### config.mk
export PLATFORM = sky130hd
export DESIGN_NAME = t1_rai_detector
export DESIGN_NICKNAME = d
export VERILOG_FILES = /design/src/rtl/t1_rai_pkg.sv /design/src/rtl/rai_chan_eval.sv /design/src/rtl/rai_fbit_eval.sv /design/src/rtl/rai_fdl_eval.sv /design/src/rtl/t1_rai_detector.sv
export SDC_FILE = /design/constraint.sdc
export NUM_CORES = 1
export LEC_CHECK = 0
export ABC_AREA = 1
export ABC_CLOCK_PERIOD_IN_PS = 2300
export CAP_MARGIN = 25
export CORE_UTILIZATION = 30
export DETAILED_ROUTE_END_ITERATION = 6
export GPL_ROUTABILITY_DRIVEN = 0
export PLACE_DENSITY = 0.54
export SLEW_MARGIN = 20
export SYNTH_ARGS = -nofsm -noshare
export SYNTH_HDL_FRONTEND = slang
export SYNTH_SLANG_ARGS = --single-unit
### constraint.sdc
create_clock -name clk -period 2.3 [get_ports clk]
set_input_delay 0.345 -clock clk [delete_from_list [all_inputs] [get_ports clk]]
set_output_delay 0.345 -clock clk [all_outputs]
set_load 0.05 [all_outputs]
### src/rtl/t1_rai_pkg.sv
package t1_rai_pkg;

    typedef enum logic [1:0] {
        MODE_BIT2 = 2'd0,
        MODE_FBIT = 2'd1,
        MODE_FDL  = 2'd2
    } rai_mode_e;

    function automatic rai_mode_e decode_mode(input logic esf, input logic fsel);
        if (esf)
            return MODE_FDL;
        else if (fsel)
            return MODE_FBIT;
        else
            return MODE_BIT2;
    endfunction

endpackage

### src/rtl/rai_chan_eval.sv
module rai_chan_eval #(
    parameter int BLOCK   = 256,
    parameter int SET_MIN = 254
) (
    input  logic clk,
    input  logic rst_n,
    input  logic flush,
    input  logic stb,
    input  logic bit2,
    output logic set_req,
    output logic clr_req
);
    localparam int CW = $clog2(BLOCK + 1);

    typedef struct packed {
        logic [CW-1:0] cnt;
        logic [CW-1:0] zeros;
    } chan_st_t;

    chan_st_t s_d, s_q;
    logic [CW-1:0] zsum;

    always_comb begin
        s_d     = s_q;
        set_req = 1'b0;
        clr_req = 1'b0;
        zsum    = s_q.zeros + CW'(!bit2);
        if (flush) begin
            s_d = '0;
        end else if (stb) begin
            if (s_q.cnt == CW'(BLOCK - 1)) begin
                set_req = (zsum >= CW'(SET_MIN));
                clr_req = !(zsum >= CW'(SET_MIN));
                s_d     = '0;
            end else begin
                s_d.cnt   = s_q.cnt + 1'b1;
                s_d.zeros = zsum;
            end
        end
    end

    always_ff @(posedge clk or negedge rst_n) begin
        if (!rst_n) s_q <= '0;
        else        s_q <= s_d;
    end

    // the block counters stay inside one block
    p_chan_bound_r2: assert property (@(posedge clk) disable iff (!rst_n)
        (s_q.cnt < CW'(BLOCK)) && (s_q.zeros <= s_q.cnt));

    // a verdict is only reached on a sampled strobe
    p_chan_verdict_r3: assert property (@(posedge clk) disable iff (!rst_n)
        (set_req || clr_req) |-> (stb && !flush));

endmodule

### src/rtl/rai_fbit_eval.sv
module rai_fbit_eval (
    input  logic clk,
    input  logic rst_n,
    input  logic flush,
    input  logic stb,
    input  logic val,
    output logic set_req,
    output logic clr_req
);
    typedef struct packed {
        logic have;
        logic last;
    } fbit_st_t;

    fbit_st_t s_d, s_q;

    always_comb begin
        s_d     = s_q;
        set_req = 1'b0;
        clr_req = 1'b0;
        if (flush) begin
            s_d = '0;
        end else if (stb) begin
            if (s_q.have && (s_q.last == val)) begin
                set_req = val;
                clr_req = !val;
            end
            s_d.have = 1'b1;
            s_d.last = val;
        end
    end

    always_ff @(posedge clk or negedge rst_n) begin
        if (!rst_n) s_q <= '0;
        else        s_q <= s_d;
    end

    // a set decision follows a sampled one from the previous strobe
    p_fbit_set_r4: assert property (@(posedge clk) disable iff (!rst_n)
        set_req |=> (s_q.have && s_q.last));

    // never both decisions at once
    p_fbit_excl_r5: assert property (@(posedge clk) disable iff (!rst_n)
        !(set_req && clr_req));

endmodule

### src/rtl/rai_fdl_eval.sv
module rai_fdl_eval #(
    parameter int         PATTERNS = 16,
    parameter int         CLR_MAX  = 14,
    parameter logic [7:0] HI_BYTE  = 8'h00,
    parameter logic [7:0] LO_BYTE  = 8'hFF
) (
    input  logic       clk,
    input  logic       rst_n,
    input  logic       flush,
    input  logic       stb,
    input  logic [7:0] byte_in,
    output logic       set_req,
    output logic       clr_req
);
    localparam int PW = $clog2(PATTERNS + 1);

    typedef struct packed {
        logic          half;
        logic          first_ok;
        logic [PW-1:0] pcnt;
        logic [PW-1:0] hits;
    } fdl_st_t;

    fdl_st_t s_d, s_q;
    logic [PW-1:0] hsum;

    always_comb begin
        s_d     = s_q;
        set_req = 1'b0;
        clr_req = 1'b0;
        hsum    = s_q.hits + PW'(s_q.first_ok && (byte_in == LO_BYTE));
        if (flush) begin
            s_d = '0;
        end else if (stb) begin
            if (!s_q.half) begin
                s_d.half     = 1'b1;
                s_d.first_ok = (byte_in == HI_BYTE);
            end else if (s_q.pcnt == PW'(PATTERNS - 1)) begin
                set_req = (hsum == PW'(PATTERNS));
                clr_req = (hsum <= PW'(CLR_MAX));
                s_d     = '0;
            end else begin
                s_d.half     = 1'b0;
                s_d.first_ok = 1'b0;
                s_d.pcnt     = s_q.pcnt + 1'b1;
                s_d.hits     = hsum;
            end
        end
    end

    always_ff @(posedge clk or negedge rst_n) begin
        if (!rst_n) s_q <= '0;
        else        s_q <= s_d;
    end

    // pattern counters stay inside one block
    p_fdl_bound_r6: assert property (@(posedge clk) disable iff (!rst_n)
        (s_q.pcnt < PW'(PATTERNS)) && (s_q.hits <= s_q.pcnt));

    // a verdict only comes on the second byte of a pair
    p_fdl_pair_r7: assert property (@(posedge clk) disable iff (!rst_n)
        (set_req || clr_req) |-> (stb && s_q.half));

endmodule

### src/rtl/t1_rai_detector.sv
module t1_rai_detector
    import t1_rai_pkg::*;
#(
    parameter int CH_BLOCK    = 256,
    parameter int CH_SET_MIN  = 254,
    parameter int PAT_BLOCK   = 16,
    parameter int PAT_CLR_MAX = 14
) (
    input  logic       clk,
    input  logic       rst_n,
    input  logic       esf_sel,
    input  logic       fbit_sel,
    input  logic       ch_stb,
    input  logic       ch_bit2,
    input  logic       fb_stb,
    input  logic       fb_val,
    input  logic       dl_stb,
    input  logic [7:0] dl_byte,
    output logic       yel_alarm,
    output logic       yel_set,
    output logic       yel_clr
);
    typedef struct packed {
        rai_mode_e mode;
        logic      alarm;
        logic      set_p;
        logic      clr_p;
    } top_st_t;

    top_st_t   s_d, s_q;
    rai_mode_e cur_mode;
    logic      mode_chg;
    logic      ch_set, ch_clr, fb_set, fb_clr, dl_set, dl_clr;
    logic      sel_set, sel_clr;

    assign cur_mode = decode_mode(esf_sel, fbit_sel);
    assign mode_chg = (cur_mode != s_q.mode);

    rai_chan_eval #(.BLOCK(CH_BLOCK), .SET_MIN(CH_SET_MIN)) u_chan (
        .clk(clk), .rst_n(rst_n),
        .flush(mode_chg || (cur_mode != MODE_BIT2)),
        .stb(ch_stb), .bit2(ch_bit2),
        .set_req(ch_set), .clr_req(ch_clr)
    );

    rai_fbit_eval u_fbit (
        .clk(clk), .rst_n(rst_n),
        .flush(mode_chg || (cur_mode != MODE_FBIT)),
        .stb(fb_stb), .val(fb_val),
        .set_req(fb_set), .clr_req(fb_clr)
    );

    rai_fdl_eval #(.PATTERNS(PAT_BLOCK), .CLR_MAX(PAT_CLR_MAX)) u_fdl (
        .clk(clk), .rst_n(rst_n),
        .flush(mode_chg || (cur_mode != MODE_FDL)),
        .stb(dl_stb), .byte_in(dl_byte),
        .set_req(dl_set), .clr_req(dl_clr)
    );

    always_comb begin
        unique case (cur_mode)
            MODE_FBIT: begin sel_set = fb_set; sel_clr = fb_clr; end
            MODE_FDL:  begin sel_set = dl_set; sel_clr = dl_clr; end
            default:   begin sel_set = ch_set; sel_clr = ch_clr; end
        endcase
    end

    always_comb begin
        s_d       = s_q;
        s_d.mode  = cur_mode;
        s_d.set_p = 1'b0;
        s_d.clr_p = 1'b0;
        if (mode_chg) begin
            s_d.alarm = 1'b0;
            s_d.clr_p = s_q.alarm;
        end else if (sel_set && !s_q.alarm) begin
            s_d.alarm = 1'b1;
            s_d.set_p = 1'b1;
        end else if (sel_clr && s_q.alarm) begin
            s_d.alarm = 1'b0;
            s_d.clr_p = 1'b1;
        end
    end

    always_ff @(posedge clk or negedge rst_n) begin
        if (!rst_n) s_q <= '{mode: MODE_BIT2, alarm: 1'b0, set_p: 1'b0, clr_p: 1'b0};
        else        s_q <= s_d;
    end

    assign yel_alarm = s_q.alarm;
    assign yel_set   = s_q.set_p;
    assign yel_clr   = s_q.clr_p;

    // a mode change leaves the alarm off
    p_mode_clear_r9: assert property (@(posedge clk) disable iff (!rst_n)
        (decode_mode(esf_sel, fbit_sel) != s_q.mode) |=> !yel_alarm);

    // a cycle with no strobe and a steady mode holds the alarm
    p_quiet_hold_r8: assert property (@(posedge clk) disable iff (!rst_n)
        (!ch_stb && !fb_stb && !dl_stb && (decode_mode(esf_sel, fbit_sel) == s_q.mode))
        |=> $stable(yel_alarm));

    // pulses are exclusive and agree with the level
    p_pulse_excl_r10: assert property (@(posedge clk) disable iff (!rst_n)
        !(yel_set && yel_clr));
    p_set_level_r10: assert property (@(posedge clk) disable iff (!rst_n)
        yel_set |-> yel_alarm);
    p_clr_level_r10: assert property (@(posedge clk) disable iff (!rst_n)
        yel_clr |-> !yel_alarm);

endmodule

==> flow_summary_export.csv <==
group,metric,value,unit
power,powerDensity,514,nW/um2
sta,max_freq,494,MHz
synth,seq_area_frac_synth,45.1,%
synth,synthesis.area,2050,um2
synth,synth_cells,253,
floorplanning,start_util,31.6,%
power,clkPwrFrac,37.4,%
setup_path,cpMaxStageDelayCell,"clkdlybuf4s50_1",
route,num_vias,1661,
sta,grt_setup_unrepaired,"false",
setup_path,critPathLaunchType,"primary input",
cts,clk_latency,0.29,ns
power,intPower,0.943,mW
cts,cts.sinks,37,
global_route,grt_pass1_vias,1703,
route,routed_wl,4120,um
cts,cts_tree,"done",
power,ir_drop,193,uV
global_route,grt_use_met3,2.65,%
sta,fin_crit_sh,88.0,%
global_route,antenna_found_initial,0,
cts,clk_path_buf_depth,2,
synth,netlist_top_cells_area,"dfrtp_1, nand2_1, inv_1, nand3_1, nor2_1",
setup_path,cp_max_fo,3,
synth,netlist.top_cell.by_area,"dfrtp_1",
synth,synth_ff_type,"dfrtp_1",
power,swShare,24.3,%
synth,yosysTopAreaCellShare,45.1,%
synth,yosysUniqueCellTypes,31,
sta,final_max_slew_viol_count,0,
final_layout,n_fill_cell,669,
global_route,grt_max_degree,38,
sta,period_minus_slack,2.02,ns
final_layout,final_net_count,301,
synth,syn-num-nets,276,
cts,clock-root-buffer,"clkbuf_8",
route,drc,0,
route,drt_iter0_drc,119,
synth,synth-edff-count,0,
setup_path,required,2.53,ns
power,cellLeakagePower,1.08,nW
final_layout,area_growth,18.0,%
cts,htreeDepth,2,
global_route,met2_usage,21.2,%
cts,cts_repair_resize_count,0,
sta,slew_headroom,44.3,%
synth,avgSynthCellArea,8.12,um2
sta,finalSetupViolations,0,
setup_path,reg2reg_slack,0.46,ns
synth,ys_seq_elements,37,
placement,port_buffers,19,
placement,pre_cts_slack,0.000386,ns
final_layout,drive_above_1_share,9.35,%
setup_path,criticalPathCategory,"primary input to flop",
final_layout,layout_common_cells,"nand2_1, inv_1, dfrtp_1, nand3_1, nor2_1",
floorplanning,die-area,7180,um2
sta,final_hold_viol_count,0,
floorplanning,rows,29,
floorplanning,core_region_area,6490,um2
sta,fin_setup_tns,0,ns
sta,finClkSkew,0.00765,ns
route,ant_nets,0,
power,comb_power_share,8.7,%
global_route,met1_usage,17.1,%
route,drt_pass1_iterations,4,
setup_path,path_buf_inv,1,
setup_path,cpPeakStageDelay,0.49,ns
job,cap_violations,0,
sta,holdWs,0.151,ns
setup_path,cp.arrival,2.25,ns
sta,setup_ws,0.276,ns
sta,tightest_slew,0.835,ns
synth,ys_warn_count,0,
setup_path,critPathTopFamily,"simple AND/OR/NAND/NOR gates",
global_route,grt_first_pass_wirelength,7460,um
power,p_seq_share,54.0,%
global_route,grt_overflow,0,
outcome,status,"finished clean",
cts,cts_made_buffers,5,
setup_path,cp-end-kind,"flop",
floorplanning,top_level_ports,20,
final_layout,antennaDiodeCount,0,
final_layout,final_common_cell,"nand2_1",
global_route,grt_usage,13.2,%
cts,postCtsSetupRepairBufs,0,
placement,post-dp-hpwl,3010,um
setup_path,path_cells,"clkdlybuf4s50_1, nand3_1, nor3_1, ha_1, ha_1, xnor2_1, nand3_1, nor2_1, nand3b_1, a21oi_1, nand2_1, nand2_1",
power,power_switching,0.303,mW
synth,async_reset_ff_share,100,%
min_path,hold_class,"primary input to asynchronous set/reset pin",
cts,clkTransAtPathRegs,0.08,ns
route,viasPerCell,4.68,
power,p_total,1.25,mW
global_route,busiest_layer,"met2",
cts,ctsHoldBuffers,0,
floorplanning,die_w,84.8,um
floorplanning,die_y,84.8,um
route,avgRoutedWirePerCell,11.6,um
## sequential cells by signal, indices dropped and copies added, names as in the netlist
signal / cells
yel_set: 1
u_fdl.s_q: 12
yel_clr: 1
s_q: 2
u_chan.s_q: 18
yel_alarm: 1
u_fbit.s_q: 2
## power by group through the flow
stage / Clock (mW) / Sequential, mW / Combinational [mW]
4_1_cts: 0.492 / 0.672 / 0.111
3_5_place_dp: 0 / 0.685 / 0.110
2_1_floorplan: 0 / 0.689 / 0.0420
5_1_grt: 0.514 / 0.674 / 0.123
6_report: 0.465 / 0.672 / 0.108
3_3_place_gp: 0 / 0.685 / 0.109
## stage by stage
stage	instance area (um2)	std cells	utilization (%)
after floorplan	2050	253	-
after global placement	2330	348	35.9
after detailed placement	2330	348	35.9
after CTS	2420	355	37.3
after global routing	2420	355	37.3
final	2420	355	37.3
## cells by family after synthesis
| kind of cell | Yosys count | synth area share (%) |
|---|---|---|
| AOI/OAI and AO/OA | 39 | 11.5 |
| xor gates and xnor gates | 8 | 3.78 |
| adders and majority gates | 6 | 3.65 |
| buffers and inverters | 46 | 8.83 |
| DFF | 37 | 45.1 |
| and+or+nand+nor | 117 | 27.2 |
## cell usage after synthesis, types with 2 or more instances
master    number
a32o_1         3
o21ai_1        3
dfrtp_1       37
ha_1           6
nand2_2        3
nor2_1        24
nor2_2         2
inv_1         39
nand3_1       25
o21ai_0       12
a21oi_1        8
nand2_1       44
nor2_4         4
o21a_1         2
nor4_1         2
nor3_1         3
inv_2          3
nand4_1        7
o22ai_1        8
xor2_1         4
clkbuf_1       2
xnor2_1        3
## cell type report
cell class / count / area (um2) / area share, %
clock buffer: 6 / 82.6 / 3.41
tap: 77 / 96.3 / 3.97
clock inverter: 1 / 7.51 / 0.310
timing repair buffer: 22 / 208 / 8.57
multi-input combinational: 170 / 947 / 39.1
inverter: 42 / 158 / 6.50
sequential: 37 / 926 / 38.2
## worst paths after layout
path | endpoint | cells after the start | from
worst min-delay path | u_chan.s_q[0] | 1 | rst_n
worst max-delay path | yel_alarm | 12 | dl_byte[6]
max in group asynchronous | u_chan.s_q[7] | 1 | rst_n
min in group clk | u_chan.s_q[0] | 2 | u_chan.s_q[0]
worst min register to register | u_chan.s_q[0] | 2 | u_chan.s_q[0]
worst max register to register | yel_alarm | 11 | u_fdl.s_q[10]
## worst reg2reg max path: cells and delay by family, from the launching register on
kind | cells | cell delay (ns)
simple gates | 7 | 0.73
fa+ha+maj | 2 | 0.39
flops | 1 | 0.36
xor+xnor | 1 | 0.17
compound gates | 1 | 0.14
## per-layer routing
layer,vias up,part of all wire (%)
met4,0,2.1
met3,5,2.6
met5,-,0
li1,882,-
met1,755,50
met2,19,45
(Power assumes the default switching activity.)
